$ cat src/rtl/vc_pkg.sv
package vc_pkg;
  parameter int VC_TAG_W  = 10;
  parameter int VC_WORD_W = 32;
  parameter int VC_WORDS  = 2;
  parameter int VC_LINES  = 4;
  localparam int VC_LINE_W = VC_WORD_W * VC_WORDS;
  localparam int VC_IDX_W  = (VC_LINES > 1) ? $clog2(VC_LINES) : 1;

  typedef struct packed {
    logic                 valid;
    logic                 dirty;
    logic [VC_TAG_W-1:0]  tag;
    logic [VC_LINE_W-1:0] data;
  } vc_line_t;

  typedef enum logic [1:0] {
    ST_IDLE = 2'd0,
    ST_WB   = 2'd1,
    ST_RD   = 2'd2,
    ST_RET  = 2'd3
  } vc_state_e;
endpackage

$ cat src/rtl/vc_store.sv
module vc_store
  import vc_pkg::*;
#(
  parameter int LINES = VC_LINES,
  localparam int IW   = (LINES > 1) ? $clog2(LINES) : 1
) (
  input  logic                clk,
  input  logic                rst_n,
  input  logic [VC_TAG_W-1:0] look_tag,
  input  logic                wr_en,
  input  logic [IW-1:0]       wr_idx,
  input  vc_line_t            wr_line,
  input  logic                adv,
  output logic                hit,
  output logic [IW-1:0]       hit_idx,
  output vc_line_t            pick_line,
  output logic [IW-1:0]       ptr
);
  logic [LINES-1:0]     vld_q;
  logic [LINES-1:0]     dty_q;
  logic [VC_TAG_W-1:0]  tag_q [LINES];
  logic [VC_LINE_W-1:0] dat_q [LINES];
  logic [LINES-1:0]     match;
  logic [IW-1:0]        ptr_q, ptr_d, sel;

  for (genvar g = 0; g < LINES; g++) begin : g_cmp
    assign match[g] = vld_q[g] && (tag_q[g] == look_tag);
  end

  always_comb begin
    hit_idx = '0;
    for (int i = LINES - 1; i >= 0; i--) begin
      if (match[i]) hit_idx = IW'(i);
    end
  end

  assign hit = |match;
  assign sel = hit ? hit_idx : ptr_q;
  assign pick_line = '{valid: vld_q[sel], dirty: dty_q[sel],
                       tag: tag_q[sel], data: dat_q[sel]};

  always_ff @(posedge clk or negedge rst_n) begin
    if (!rst_n) vld_q <= '0;
    else if (wr_en) vld_q[wr_idx] <= wr_line.valid;
  end

  always_ff @(posedge clk) begin
    if (wr_en) begin
      dty_q[wr_idx] <= wr_line.dirty;
      tag_q[wr_idx] <= wr_line.tag;
      dat_q[wr_idx] <= wr_line.data;
    end
  end

  always_comb ptr_d = adv ? ptr_q + 1'b1 : ptr_q;

  always_ff @(posedge clk or negedge rst_n) begin
    if (!rst_n) ptr_q <= '0;
    else        ptr_q <= ptr_d;
  end

  assign ptr = ptr_q;


  adv_valid_chk: assert property (@(posedge clk) disable iff (!rst_n)
    adv |-> (wr_en && wr_line.valid));
endmodule

$ cat src/rtl/vc_ctrl.sv
module vc_ctrl
  import vc_pkg::*;
#(
  parameter int LINES = VC_LINES,
  localparam int IW   = (LINES > 1) ? $clog2(LINES) : 1
) (
  input  logic                 clk,
  input  logic                 rst_n,
  input  logic                 l1_req,
  input  logic [VC_TAG_W-1:0]  l1_req_tag,
  input  vc_line_t             ev_line,
  input  logic                 hit,
  input  logic [IW-1:0]        hit_idx,
  input  vc_line_t             pick_line,
  input  logic [IW-1:0]        ptr,
  input  logic                 mem_ack,
  input  logic [VC_LINE_W-1:0] mem_rdata,
  output logic                 wr_en,
  output logic [IW-1:0]        wr_idx,
  output vc_line_t             wr_line,
  output logic                 adv,
  output logic                 l1_wait,
  output logic                 l1_valid,
  output logic [VC_LINE_W-1:0] l1_rdata,
  output logic                 l1_rdirty,
  output logic                 mem_req,
  output logic                 mem_we,
  output logic [VC_TAG_W-1:0]  mem_addr,
  output logic [VC_LINE_W-1:0] mem_wdata
);
  vc_state_e           state_q, state_d;
  vc_line_t            hold1_q, hold1_d, hold2_q, hold2_d;
  logic                hit_q, hit_d;
  logic [IW-1:0]       slot_q, slot_d;
  logic [VC_TAG_W-1:0] rtag_q, rtag_d;
  logic                accept;

  assign accept = (state_q == ST_IDLE) && l1_req;

  always_comb begin
    state_d = state_q;
    hold1_d = hold1_q;
    hold2_d = hold2_q;
    hit_d   = hit_q;
    slot_d  = slot_q;
    rtag_d  = rtag_q;
    unique case (state_q)
      ST_IDLE: if (accept) begin
        hold1_d = ev_line;
        hold2_d = pick_line;
        hit_d   = hit;
        slot_d  = hit ? hit_idx : ptr;
        rtag_d  = l1_req_tag;
        if (hit)                                   state_d = ST_RET;
        else if (pick_line.valid && pick_line.dirty) state_d = ST_WB;
        else                                       state_d = ST_RD;
      end
      ST_WB: if (mem_ack) state_d = ST_RD;
      ST_RD: if (mem_ack) begin
        hold2_d = '{valid: 1'b1, dirty: 1'b0, tag: rtag_q, data: mem_rdata};
        state_d = ST_RET;
      end
      ST_RET: state_d = ST_IDLE;
      default: state_d = ST_IDLE;
    endcase
  end

  always_ff @(posedge clk or negedge rst_n) begin
    if (!rst_n) state_q <= ST_IDLE;
    else        state_q <= state_d;
  end

  always_ff @(posedge clk) begin
    hold1_q <= hold1_d;
    hold2_q <= hold2_d;
    hit_q   <= hit_d;
    slot_q  <= slot_d;
    rtag_q  <= rtag_d;
  end

  assign mem_req   = (state_q == ST_WB) || (state_q == ST_RD);
  assign mem_we    = (state_q == ST_WB);
  assign mem_addr  = (state_q == ST_WB) ? hold2_q.tag : rtag_q;
  assign mem_wdata = hold2_q.data;
  assign l1_wait   = mem_req;
  assign l1_valid  = (state_q == ST_RET);
  assign l1_rdata  = hold2_q.data;
  assign l1_rdirty = hold2_q.dirty;

  assign wr_en   = (state_q == ST_RET) && (hit_q || hold1_q.valid);
  assign wr_idx  = slot_q;
  assign wr_line = hold1_q;
  assign adv     = (state_q == ST_RET) && !hit_q && hold1_q.valid;


  hit_ret_chk: assert property (@(posedge clk) disable iff (!rst_n)
    (accept && hit) |=> (l1_valid && !mem_req));

  rd_ret_chk: assert property (@(posedge clk) disable iff (!rst_n)
    (mem_req && !mem_we && mem_ack) |=> (l1_valid && !l1_rdirty));

  wb_then_rd_chk: assert property (@(posedge clk) disable iff (!rst_n)
    (mem_req && mem_we && mem_ack) |=> (mem_req && !mem_we));

  miss_wait_chk: assert property (@(posedge clk) disable iff (!rst_n)
    (accept && !hit) |=> l1_wait);

  ret_idle_chk: assert property (@(posedge clk) disable iff (!rst_n)
    l1_valid |=> !mem_req);
endmodule

$ cat src/rtl/victim_cache.sv
module victim_cache
  import vc_pkg::*;
#(
  parameter int LINES = VC_LINES,
  localparam int IW   = (LINES > 1) ? $clog2(LINES) : 1
) (
  input  logic                 clk,
  input  logic                 rst_n,
  input  logic                 l1_req,
  input  logic [VC_TAG_W-1:0]  l1_req_tag,
  input  logic                 l1_ev_valid,
  input  logic                 l1_ev_dirty,
  input  logic [VC_TAG_W-1:0]  l1_ev_tag,
  input  logic [VC_LINE_W-1:0] l1_ev_data,
  output logic                 l1_wait,
  output logic                 l1_valid,
  output logic [VC_LINE_W-1:0] l1_rdata,
  output logic                 l1_rdirty,
  output logic                 mem_req,
  output logic                 mem_we,
  output logic                 mem_burst,
  output logic [VC_TAG_W-1:0]  mem_addr,
  output logic [VC_LINE_W-1:0] mem_wdata,
  input  logic                 mem_ack,
  input  logic [VC_LINE_W-1:0] mem_rdata
);
  vc_line_t      ev_line, wr_line, pick_line;
  logic          hit, wr_en, adv;
  logic [IW-1:0] hit_idx, wr_idx, ptr;

  assign ev_line = '{valid: l1_ev_valid, dirty: l1_ev_dirty,
                     tag: l1_ev_tag, data: l1_ev_data};
  assign mem_burst = 1'b0;

  vc_store #(.LINES(LINES)) u_store (
    .clk(clk), .rst_n(rst_n), .look_tag(l1_req_tag),
    .wr_en(wr_en), .wr_idx(wr_idx), .wr_line(wr_line), .adv(adv),
    .hit(hit), .hit_idx(hit_idx), .pick_line(pick_line), .ptr(ptr)
  );

  vc_ctrl #(.LINES(LINES)) u_ctrl (
    .clk(clk), .rst_n(rst_n), .l1_req(l1_req), .l1_req_tag(l1_req_tag),
    .ev_line(ev_line), .hit(hit), .hit_idx(hit_idx), .pick_line(pick_line),
    .ptr(ptr), .mem_ack(mem_ack), .mem_rdata(mem_rdata),
    .wr_en(wr_en), .wr_idx(wr_idx), .wr_line(wr_line), .adv(adv),
    .l1_wait(l1_wait), .l1_valid(l1_valid), .l1_rdata(l1_rdata),
    .l1_rdirty(l1_rdirty), .mem_req(mem_req), .mem_we(mem_we),
    .mem_addr(mem_addr), .mem_wdata(mem_wdata)
  );
endmodule

$ cat config.mk
export PLATFORM = sky130hd
export DESIGN_NAME = victim_cache
export DESIGN_NICKNAME = d
export VERILOG_FILES = /design/src/rtl/vc_pkg.sv /design/src/rtl/vc_store.sv /design/src/rtl/vc_ctrl.sv /design/src/rtl/victim_cache.sv
export SDC_FILE = /design/constraint.sdc
export NUM_CORES = 1
export LEC_CHECK = 0
export BUFFER_PORTS_ARGS = -buffer_cell sky130_fd_sc_hd__buf_2
export CORE_MARGIN = 5
export CORE_UTILIZATION = 45
export CTS_CLUSTER_DIAMETER = 120
export DETAILED_ROUTE_END_ITERATION = 12
export PLACE_DENSITY = 0.67
export RECOVER_POWER = 100
export SYNTH_ARGS = -nofsm -noshare
export SYNTH_HDL_FRONTEND = slang
export SYNTH_SLANG_ARGS = --single-unit
$ cat constraint.sdc
create_clock -name clk -period 9.73 [get_ports clk]
set_input_delay 0.973 -clock clk [delete_from_list [all_inputs] [get_ports clk]]
set_output_delay 0.973 -clock clk [all_outputs]
set_load 0.005 [all_outputs]
==> results.py, run 1 <==
metrics = {
    "final_layout": {
        "layout_common_cells": "sky130_fd_sc_hd__edfxtp_1 (464), sky130_fd_sc_hd__buf_2 (200), sky130_fd_sc_hd__mux2i_1 (148)",
        "drive_gt1_share_pct": 26.09,
        "fin_nets": 1491,
        "filler_cell_count": 3615,
        "layout-area-overhead-vs-synth_pct": 12.23,
        "mostFrequentLayoutCell": "sky130_fd_sc_hd__edfxtp_1",
    },
    "global_route": {
        "grt_start_max_net_pins": 81,
        "grt_pass1_wl_um": 56990,
        "first_global_vias": 9914,
        "grt.total_usage_pct": 15.66,
        "number_of_antenna_violations_at_the_first_check_in_global_routing": 3,
        "overflow": 0,
    },
    "power": {
        "ir_worst_vdd_mv": 0.1835,
        "p_per_area_nw_per_um2": 302.7,
        "p_leak_nw": 7.726,
    },
    "timing": {
        "finClkSkew_ps": 10.32,
        "fin_crit_period_ps": 6205,
        "tightestPinTransition_ps": 3790,
        "final-max-slew-violation-count": 540,
        "max_freq_ghz": 0.1612,
        "hold_slack_ps": 328.7,
        "hold_viol": 0,
        "setup_violations": 0,
        "layout_worst_path_cycle_share_pct": 63.78,
        "rsz0062_at_grt": "false",
        "fin_tns_setup_ps": 0,
        "slew_headroom_pct": -152.7,
    },
    "drt": {
        "routedWlPerCell_um": 19.34,
        "post-route-drc-count": 0,
        "vias": 9561,
        "initialDrtViolationCount": 433,
        "viasPerCell": 4.881,
        "postRouteWirelength_um": 37880,
        "detail-route-antenna-nets": 0,
        "firstDrtPassIters": 4,
    },
    "worst_setup_path": {
        "crit_arrival_ps": 6410,
        "r2r_cell_count": 4,
        "crit_path_max_fanout": 39,
        "worst_ep_required_time_ps": 9940,
        "setup.worst_path.end_class": "flip-flop",
        "critPathKind": "in -> reg",
        "start_kind": "input port",
        "reg2reg_slack_ps": 3640,
        "worst_r2r_startpoint": "u_ctrl.state_q[0]$_DFFE_PN0P_",
        "timing.rr.end": "u_ctrl.wr_line[12]$_DFFE_PP_",
    },
    "synthesis": {
        "syn_area_per_cell_um2": 16.94,
        "syn_area_um2": 19530,
        "synth-seq-cells": 472,
        "synth_largest_area_cell": "sky130_fd_sc_hd__edfxtp_1",
        "ys_async_sr_fraction_pct": 1.695,
        "yosys.area.top_type_share_pct": 71.35,
        "syn-instance-count": 1153,
        "synthTopCellsByArea": "sky130_fd_sc_hd__edfxtp_1 (71%), sky130_fd_sc_hd__mux2i_1 (7.6%), sky130_fd_sc_hd__buf_4 (5.2%)",
        "number_of_flops_mapped_to_enable_cells_by_yosys": 464,
        "synth-main-ff-cell": "sky130_fd_sc_hd__edfxtp_1",
        "mappedNetlistNets": 1312,
        "ys.warnings.count": 0,
        "number_of_distinct_library_cells_after_synthesis": 42,
        "yosysSeqAreaShare_pct": 72.38,
    },
    "clock_tree": {
        "cts_buf_count": 48,
        "cts_root_buf": "sky130_fd_sc_hd__clkbuf_16",
        "max-clock-path-buffers": 3,
        "clkSlewWorstSetupHoldPaths_ps": 70,
        "count_of_hold_buffers_inserted_by_post_cts_repair": 0,
        "tritoncts": "built",
        "cts-htree-levels": 2,
        "clkSinkCount": 472,
        "clock_insertion_delay_worst_skew_ps": 570,
        "cts_setup_buffers": 0,
        "postCtsResizedCells": 0,
    },
    "outcome": {
        "violations": "capacitance limit, slew limit",
        "status": "finished with violations",
    },
    "job": {
        "cap_violations": 13,
    },
    "placement": {
        "place.port_buffers": 296,
        "globalplace.congestion": 0.7524,
        "dp_hpwl_um": 23140,
    },
    "die": {
        "coreArea_um2": 42980,
        "core.rowCount": 76,
        "starting_utilization_of_the_core_area_pct": 45.43,
        "floorplan.die.height_um": 218.3,
        "chipWidth_um": 218.3,
        "die-area_um2": 47660,
        "top_level_ports": 298,
    },
    "min_path": {
        "hp-class": "in -> async",
    },
}
==> cells in the mapped netlist, drive strengths merged, types with 3 or more instances <==
library cell	n
edfxtp	464
buf	158
mux2i	148
mux2	89
nand2	78
o21ai	78
xnor2	42
clkbuf	24
dfrtp	8
inv	8
nand4	8
nor3	7
nand3	6
nor2	6
ha	5
a21oi	4
or2	3
==> registers in the layout, summed over array words and instances, names as in the netlist <==
name / count
u_ctrl.l1_rdirty: 1
u_ctrl.hit_q: 1
u_store.vld_q: 4
u_store.dty_q: 4
u_ctrl.hold2_q: 10
u_ctrl.l1_rdata: 64
u_ctrl.rtag_q: 10
u_ctrl.wr_idx: 2
u_ctrl.wr_line: 76
u_store.tag_q: 40
u_store.dat_q: 256
u_ctrl.state_q: 2
u_store.ptr: 2
==> routing by layer <==
metal | wire length, um | track usage, % | up-vias | part of all wire (%)
met2 | 19020 | 26.50 | 261 | 50
li1 | - | - | 4534 | -
met5 | 13 | 0 | - | 0.034
met1 | 15890 | 20.33 | 4709 | 42
met3 | 2091 | 3.061 | 55 | 5.5
met4 | 859 | 5.568 | 2 | 2.3
==> stage by stage <==
step / instance area (um2) / worst slack [ps] / util [%] / total power, mW / cells
global route: 21910 / 3028 / 50.98 / 7.006 / 1958
detailed placement: 20500 / 5030 / 47.69 / 4.923 / 1867
global placement: 20500 / 5113 / 47.69 / 4.887 / 1867
finish: 21910 / 3525 / 50.99 / 6.633 / 1959
CTS: 22110 / 5557 / 51.44 / 6.803 / 1957
floorplan: 19530 / 2811 / - / 4.657 / 1153
==> cell type report <==
class	instances	area [um2]	share of cell area, %
repair buffers	311	1438	6.560
inverters	8	31.28	0.1427
flip-flops and latches	472	14130	64.49
well taps	585	732.0	3.340
clock inverters	34	359.1	1.639
multi-input cells	491	3964	18.09
diodes	2	5.005	0.02284
clock buffers	56	1252	5.715
==> power breakdown <==
group / total (mW) / internal, mW / switching, mW
clock network: 1.86 / 1.11 / 0.744
registers: 3.00 / 2.83 / 0.167
logic: 1.78 / 0.741 / 1.04
total: 6.63 / 4.68 / 1.95
==> logic make-up (layout without fill, tap and decap cells) <==
group | after synthesis | after routing | synth area share [%]
adder cells (fa/ha/maj) | 5 | 5 | 0.3204
XOR/XNOR | 42 | 42 | 1.884
buffers and inverters | 190 | 409 | 7.375
other | 1 | 3 | 0.01920
multiplexers | 237 | 237 | 12.72
flip-flops | 472 | 472 | 72.38
AO/OA/AOI/OAI | 88 | 88 | 2.422
AND/OR/NAND/NOR | 118 | 118 | 2.883
==> critical path: stages <==
cell                         delay, ps
sky130_fd_sc_hd__clkbuf_1          300
sky130_fd_sc_hd__xnor2_1           190
sky130_fd_sc_hd__nand4_1           240
sky130_fd_sc_hd__o31ai_1           310
sky130_fd_sc_hd__a21oi_1            90
sky130_fd_sc_hd__or2_2             330
sky130_fd_sc_hd__clkinvlp_2       1210
sky130_fd_sc_hd__clkbuf_1         2130
sky130_fd_sc_hd__mux2_2            490
sky130_fd_sc_hd__o21ai_0            90
==> worst max-delay path by stage <==
| stage | from | to | slack (ps) | cells past startpoint |
|---|---|---|---|---|
| finish | l1_req_tag[7] | u_ctrl.l1_rdata[61]$_DFFE_PP_ | 3520 | 10 |
| global route | l1_req_tag[7] | u_ctrl.hold2_q[65]$_DFFE_PP_ | 3030 | 10 |
| CTS | l1_req_tag[9] | u_ctrl.l1_rdata[11]$_DFFE_PP_ | 5560 | 10 |
| detailed placement | l1_req_tag[9] | u_ctrl.l1_rdata[7]$_DFFE_PP_ | 5030 | 10 |
| global placement | l1_req_tag[9] | u_ctrl.l1_rdata[63]$_DFFE_PP_ | 5110 | 10 |
| floorplan | u_ctrl.state_q[0]$_DFFE_PN0P_ | u_store.vld_q[0]$_DFFE_PN0P_ | 2810 | 4 |
No activity file was read; power rests on OpenSTA's default activity.
==> run 2, diff against run 1 <==
==> constraint.sdc (replaced) <==
create_clock -name clk -period 5.8 [get_ports clk]
set_input_delay 0.58 -clock clk [delete_from_list [all_inputs] [get_ports clk]]
set_output_delay 0.58 -clock clk [all_outputs]
set_load 0.005 [all_outputs]
==> run 2 against run 1 <==
Effect of this change:
- the flow still finishes with violations (capacitance limit, slew limit)
- sequential share of layout area is 0.077 points higher
- non-clock buffer count increased by 1
- final cell count down 0.15%
- critical path type is now reg -> reg
- critical endpoint is now u_ctrl.l1_rdata[21]$_DFFE_PP_
- largest power group unchanged
==> results.py, run 2 (synthesis gave the netlist of run 1 again) <==
metrics = {
    "outcome": {
        "status": "finished with violations",
        "violations": "capacitance limit, slew limit",
    },
    "global_route": {
        "number_of_antenna_violations_at_the_first_check_in_global_routing": 1,
        "grt_start_max_net_pins": 78,
        "grt.total_usage_pct": 15.39,
        "overflow": 0,
        "first_global_vias": 9961,
        "grt_pass1_wl_um": 56500,
    },
    "die": {
        "core.rowCount": 76,
        "starting_utilization_of_the_core_area_pct": 45.43,
        "chipWidth_um": 218.3,
        "floorplan.die.height_um": 218.3,
        "coreArea_um2": 42980,
        "die-area_um2": 47660,
        "top_level_ports": 298,
    },
    "worst_setup_path": {
        "cpLargestDelayFamily": "buffers and inverters",
        "crit_path_max_fanout": 59,
        "critical-path-max-stage-delay_ps": 1490,
        "start_kind": "flip-flop",
        "worst_ep_required_time_ps": 6160,
        "worst_path_max_delay_cell": "sky130_fd_sc_hd__clkbuf_2",
        "crit_path_cell_trace": "xnor2_1 > nand4_1 > or3_1 > nor3b_4 > nor2_8 > clkbuf_2 > mux2i_1 > mux2_2 > o21ai_0",
        "timing.critical_path.buf_inv": 1,
        "crit_arrival_ps": 4730,
        "critPathKind": "reg -> reg",
        "setup.worst_path.end_class": "flip-flop",
    },
    "timing": {
        "tightestPinTransition_ps": 3523,
        "hold_viol": 0,
        "finClkSkew_ps": 22.40,
        "layout_worst_path_cycle_share_pct": 75.41,
        "hold_slack_ps": 183.9,
        "setup_violations": 0,
        "slew_headroom_pct": -134.9,
        "final-max-slew-violation-count": 388,
        "max_freq_ghz": 0.2286,
        "fin_tns_setup_ps": 0,
        "fin_crit_period_ps": 4374,
        "rsz0062_at_grt": "false",
    },
    "final_layout": {
        "largest_register_ffs": 256,
        "mostFrequentLayoutCell": "sky130_fd_sc_hd__edfxtp_1",
        "layout_common_cells": "sky130_fd_sc_hd__edfxtp_1 (464), sky130_fd_sc_hd__buf_2 (205), sky130_fd_sc_hd__mux2i_1 (148)",
        "largest_register": "u_store.dat_q",
        "drive_gt1_share_pct": 27.08,
        "fin_nets": 1492,
        "layout-area-overhead-vs-synth_pct": 12.09,
    },
    "clock_tree": {
        "clkSlewWorstSetupHoldPaths_ps": 60,
        "cts-htree-levels": 2,
        "cts_setup_buffers": 0,
        "max-clock-path-buffers": 3,
        "tritoncts": "built",
        "clkSinkCount": 472,
        "cts_root_buf": "sky130_fd_sc_hd__clkbuf_16",
        "clock_insertion_delay_worst_skew_ps": 570,
        "cts_buf_count": 48,
    },
    "power": {
        "ir_worst_vdd_mv": 0.2859,
        "p_per_area_nw_per_um2": 503.0,
        "p_leak_nw": 7.729,
    },
    "drt": {
        "post-route-drc-count": 0,
        "initialDrtViolationCount": 509,
        "firstDrtPassIters": 5,
        "postRouteWirelength_um": 37220,
        "vias": 9558,
        "routedWlPerCell_um": 19.03,
        "detail-route-antenna-nets": 0,
        "viasPerCell": 4.887,
    },
    "placement": {
        "place.port_buffers": 296,
        "globalplace.congestion": 0.7448,
        "dp_hpwl_um": 22760,
    },
    "job": {
        "cap_violations": 9,
    },
    "min_path": {
        "hp-class": "in -> reg",
    },
}
[run 2: final timing paths]
kind	startpoint	end	slack, ps	cells past startpoint
setup / recovery	u_store.tag_q[2][9]$_DFFE_PP_	u_ctrl.l1_rdata[21]$_DFFE_PP_	1430	9
hold / removal	l1_ev_data[5]	u_ctrl.wr_line[5]$_DFFE_PP_	180	1
setup reg to reg	u_store.tag_q[2][9]$_DFFE_PP_	u_ctrl.l1_rdata[21]$_DFFE_PP_	1430	9
hold reg to reg	u_store.ptr[0]$_DFFE_PN0P_	u_store.ptr[0]$_DFFE_PN0P_	480	1
max in group asynchronous	rst_n	u_store.vld_q[0]$_DFFE_PN0P_	4960	2
min in group asynchronous	rst_n	u_store.ptr[1]$_DFFE_PN0P_	510	2
[run 2: worst register-to-register path: stages (launching register included)]
cell	delay [ps]
sky130_fd_sc_hd__edfxtp_1	410
sky130_fd_sc_hd__xnor2_1	210
sky130_fd_sc_hd__nand4_1	120
sky130_fd_sc_hd__or3_1	440
sky130_fd_sc_hd__nor3b_4	210
sky130_fd_sc_hd__nor2_8	450
sky130_fd_sc_hd__clkbuf_2	1490
sky130_fd_sc_hd__mux2i_1	330
sky130_fd_sc_hd__mux2_2	330
sky130_fd_sc_hd__o21ai_0	180
[run 2: area by class of cell]
cell class                      count  area (um2)
Antenna cell                        1       2.502
Fill cell                        3602       21090
Sequential cell                   472       14130
Multi-Input combinational cell    491        3965
Tap cell                          585       732.0
Clock buffer                       61        1313
Clock inverter                     26       251.5
Timing Repair Buffer              312        1459
Inverter                            8       32.53
[run 2: per-stage QoR]
stage	utilization, %	total power, mW	cells	instance area [um2]	setup slack (ps)
detailed placement	47.73	8.245	1867	20520	2040
CTS	51.39	11.31	1955	22090	2363
finish	50.93	11.01	1956	21890	1426
global route	50.93	11.63	1956	21890	1125
floorplan	-	7.807	1153	19530	367.0
global placement	47.73	8.176	1867	20520	2111
[run 2: what timing repair did]
action / in CTS / in global routing
resized for setup: 0 / 0
endpoints found under the hold margin: 8 / 0
hold buffers: 1 / 0
[run 2: power by group]
| part | internal [mW] | leakage [nW] | total, mW | switching [mW] |
|---|---|---|---|---|
| combinational | 1.24 | 2.61 | 2.97 | 1.73 |
| sequential | 4.73 | 4.35 | 5.01 | 0.278 |
| clock | 1.78 | 0.767 | 3.03 | 1.25 |
[run 2: layer usage]
metal  up-vias  GRT usage [%]  wire length (um)
met1      4711          20.02             15780
met3        56          2.646              1850
met5         -              0                 0
li1       4529              -                 -
met4         0          5.422               877
met2       262          26.27             18710
==> run 3, diff against run 2 <==
==> constraint.sdc (replaced) <==
create_clock -name clk -period 4.4 [get_ports clk]
set_input_delay 0.44 -clock clk [delete_from_list [all_inputs] [get_ports clk]]
set_output_delay 0.44 -clock clk [all_outputs]
set_load 0.005 [all_outputs]
==> run 3 against run 2 <==
Effect of this change:
- the run still ends with capacitance limit, slew limit left
- critical path depth decreased by 5
- worst setup slack worse by 490 ps
- core utilization rose by 0.24 points
- sequential share of layout area down 0.30 points
- critical endpoint is now u_store.dat_q[3][34]$_DFFE_PP_
- maximum frequency increased by 26%
- non-clock buffer count grew 5
- die area unchanged
- flip-flop and latch count unchanged
- cell area up 0.46%
- global-route usage increased by 0.33 points
==> results.py, run 3 (synthesis gave the netlist of run 1 again) <==
metrics = {
    "timing": {
        "setup_violations": 0,
        "hold_viol": 0,
        "layout_worst_path_cycle_share_pct": 78.82,
        "rsz0062_at_grt": "false",
        "finClkSkew_ps": 11.32,
        "max_freq_ghz": 0.2883,
        "fin_tns_setup_ps": 0,
        "fin_crit_period_ps": 3468,
        "final-max-slew-violation-count": 226,
        "slew_headroom_pct": -80.69,
        "tightestPinTransition_ps": 2710,
    },
    "final_layout": {
        "layout-area-overhead-vs-synth_pct": 12.61,
        "fin_nets": 1498,
        "final_core_util_pct": 51.16,
        "largest_register": "u_store.dat_q",
        "drive_gt1_share_pct": 27.58,
        "filler_cell_count": 3628,
        "largest_register_ffs": 256,
        "layout_common_cells": "sky130_fd_sc_hd__edfxtp_1 (464), sky130_fd_sc_hd__buf_2 (207), sky130_fd_sc_hd__mux2i_1 (148)",
        "mostFrequentLayoutCell": "sky130_fd_sc_hd__edfxtp_1",
    },
    "min_path": {
        "timing.hold.worst_endpoint": "u_ctrl.wr_line[7]$_DFFE_PP_",
        "hp-class": "in -> reg",
        "hold_depth": 1,
        "start_point_of_the_worst_min_delay_path": "l1_ev_data[7]",
    },
    "job": {
        "cap_violations": 5,
    },
    "drt": {
        "initialDrtViolationCount": 501,
        "firstDrtPassIters": 4,
        "viasPerCell": 4.878,
        "detail-route-antenna-nets": 0,
        "postRouteWirelength_um": 38380,
        "vias": 9560,
        "routedWlPerCell_um": 19.58,
        "post-route-drc-count": 0,
    },
    "clock_tree": {
        "cts-htree-levels": 2,
        "cts_setup_buffers": 0,
        "clock_insertion_delay_worst_skew_ps": 570,
        "max-clock-path-buffers": 3,
        "clkSinkCount": 472,
        "cts_root_buf": "sky130_fd_sc_hd__clkbuf_16",
        "clkSlewWorstSetupHoldPaths_ps": 60,
        "cts_buf_count": 49,
        "tritoncts": "built",
    },
    "worst_setup_path": {
        "critPathKind": "reg -> reg",
        "r2r_cell_count": 4,
        "reg2reg_slack_ps": 930,
        "critical-path-max-stage-delay_ps": 1740,
        "worst_ep_required_time_ps": 4620,
        "cpLargestDelayFamily": "simple AND/OR/NAND/NOR gates",
        "crit_arrival_ps": 3690,
        "start_kind": "flip-flop",
        "timing.rr.end": "u_store.dat_q[3][34]$_DFFE_PP_",
        "crit_path_cell_trace": "ha_1 > o21a_1 > and3_1 > buf_4",
        "setup.worst_path.start": "u_ctrl.state_q[1]$_DFFE_PN0P_",
        "worst_path_max_delay_cell": "sky130_fd_sc_hd__and3_1",
        "setup.worst_path.end_class": "flip-flop",
        "timing.critical_path.buf_inv": 1,
        "crit_path_max_fanout": 39,
        "worst_r2r_startpoint": "u_ctrl.state_q[1]$_DFFE_PN0P_",
    },
    "global_route": {
        "grt_pass1_wl_um": 56970,
        "first_global_vias": 9780,
        "number_of_antenna_violations_at_the_first_check_in_global_routing": 2,
        "grt_start_max_net_pins": 81,
        "overflow": 0,
        "grt.total_usage_pct": 15.72,
    },
    "power": {
        "ir_worst_vdd_mv": 0.3286,
        "internal_power_mw": 10.24,
        "p_per_area_nw_per_um2": 664.1,
        "p_sw_mw": 4.362,
        "swShare_pct": 29.87,
        "p_leak_nw": 7.770,
        "power.combinational.fraction_pct": 27.4,
        "pwr-share-clk_pct": 27.3,
        "sequential_power_share_pct": 45.3,
    },
    "placement": {
        "place.port_buffers": 296,
        "dp_hpwl_um": 23840,
        "globalplace.congestion": 0.7486,
    },
    "die": {
        "floorplan.die.height_um": 218.3,
        "die-area_um2": 47660,
        "chipWidth_um": 218.3,
        "top_level_ports": 298,
        "coreArea_um2": 42980,
        "core.rowCount": 76,
        "starting_utilization_of_the_core_area_pct": 45.43,
    },
    "outcome": {
        "status": "finished with violations",
        "violations": "capacitance limit, slew limit",
    },
}
## run 3: area by class of cell
type	count	area (um2)	area share, %
repair buffers	317	1562	7.101
well taps	585	732.0	3.329
clock buffers	57	1299	5.906
inverters	8	32.53	0.1479
clock inverters	29	257.7	1.172
diodes	1	2.502	0.01138
flip-flops and latches	472	14130	64.27
multi-input cells	491	3971	18.06
## run 3: how the worst max path moves through the flow
stage	end	slack, ps	depth (start not counted)
finish	u_store.dat_q[3][34]$_DFFE_PP_	930	4
global route	u_store.dat_q[0][31]$_DFFE_PP_	600	4
CTS	u_ctrl.hold2_q[66]$_DFFE_PP_	1260	5
detailed placement	u_ctrl.l1_rdata[28]$_DFFE_PP_	1140	10
global placement	u_ctrl.l1_rdata[30]$_DFFE_PP_	1180	10
floorplan	u_store.vld_q[0]$_DFFE_PN0P_	180	4
## run 3: repair_timing
item | CTS | global route
setup endpoints to repair | 0 | 0
hold buffers | 1 | 0
hold endpoints to repair | 8 | 0
resized for setup | 0 | 0
## run 3: routing by layer
metal | part of all wire (%) | vias up | global-route usage [%]
met5 | 0.036 | - | 0
met4 | 1.9 | 2 | 4.668
met1 | 43 | 4721 | 20.24
met3 | 5.1 | 52 | 2.964
met2 | 50 | 243 | 27.29
li1 | - | 4542 | -
## run 3: through the flow
step                power (mW)  hold WS (ps)  instances  setup slack (ps)  instance area, um2
global route             15.39         10.13       1959             601.0               21990
finish                   14.60         48.48       1960             931.9               21990
detailed placement       11.00         300.2       1872              1141               20620
CTS                      15.02         2.059       1959              1257               22180
global placement         10.93         298.4       1872              1177               20620
floorplan                10.26         144.4       1153             179.5               19540
## run 3: power by group through the flow
stage	clock network (mW)	logic (mW)	registers, mW
after global placement	0	4.28	6.65
after detailed placement	0	4.32	6.68
after CTS	4.08	4.34	6.60
final	3.98	4.01	6.61
after global routing	4.28	4.41	6.70
after floorplan	0	3.65	6.61
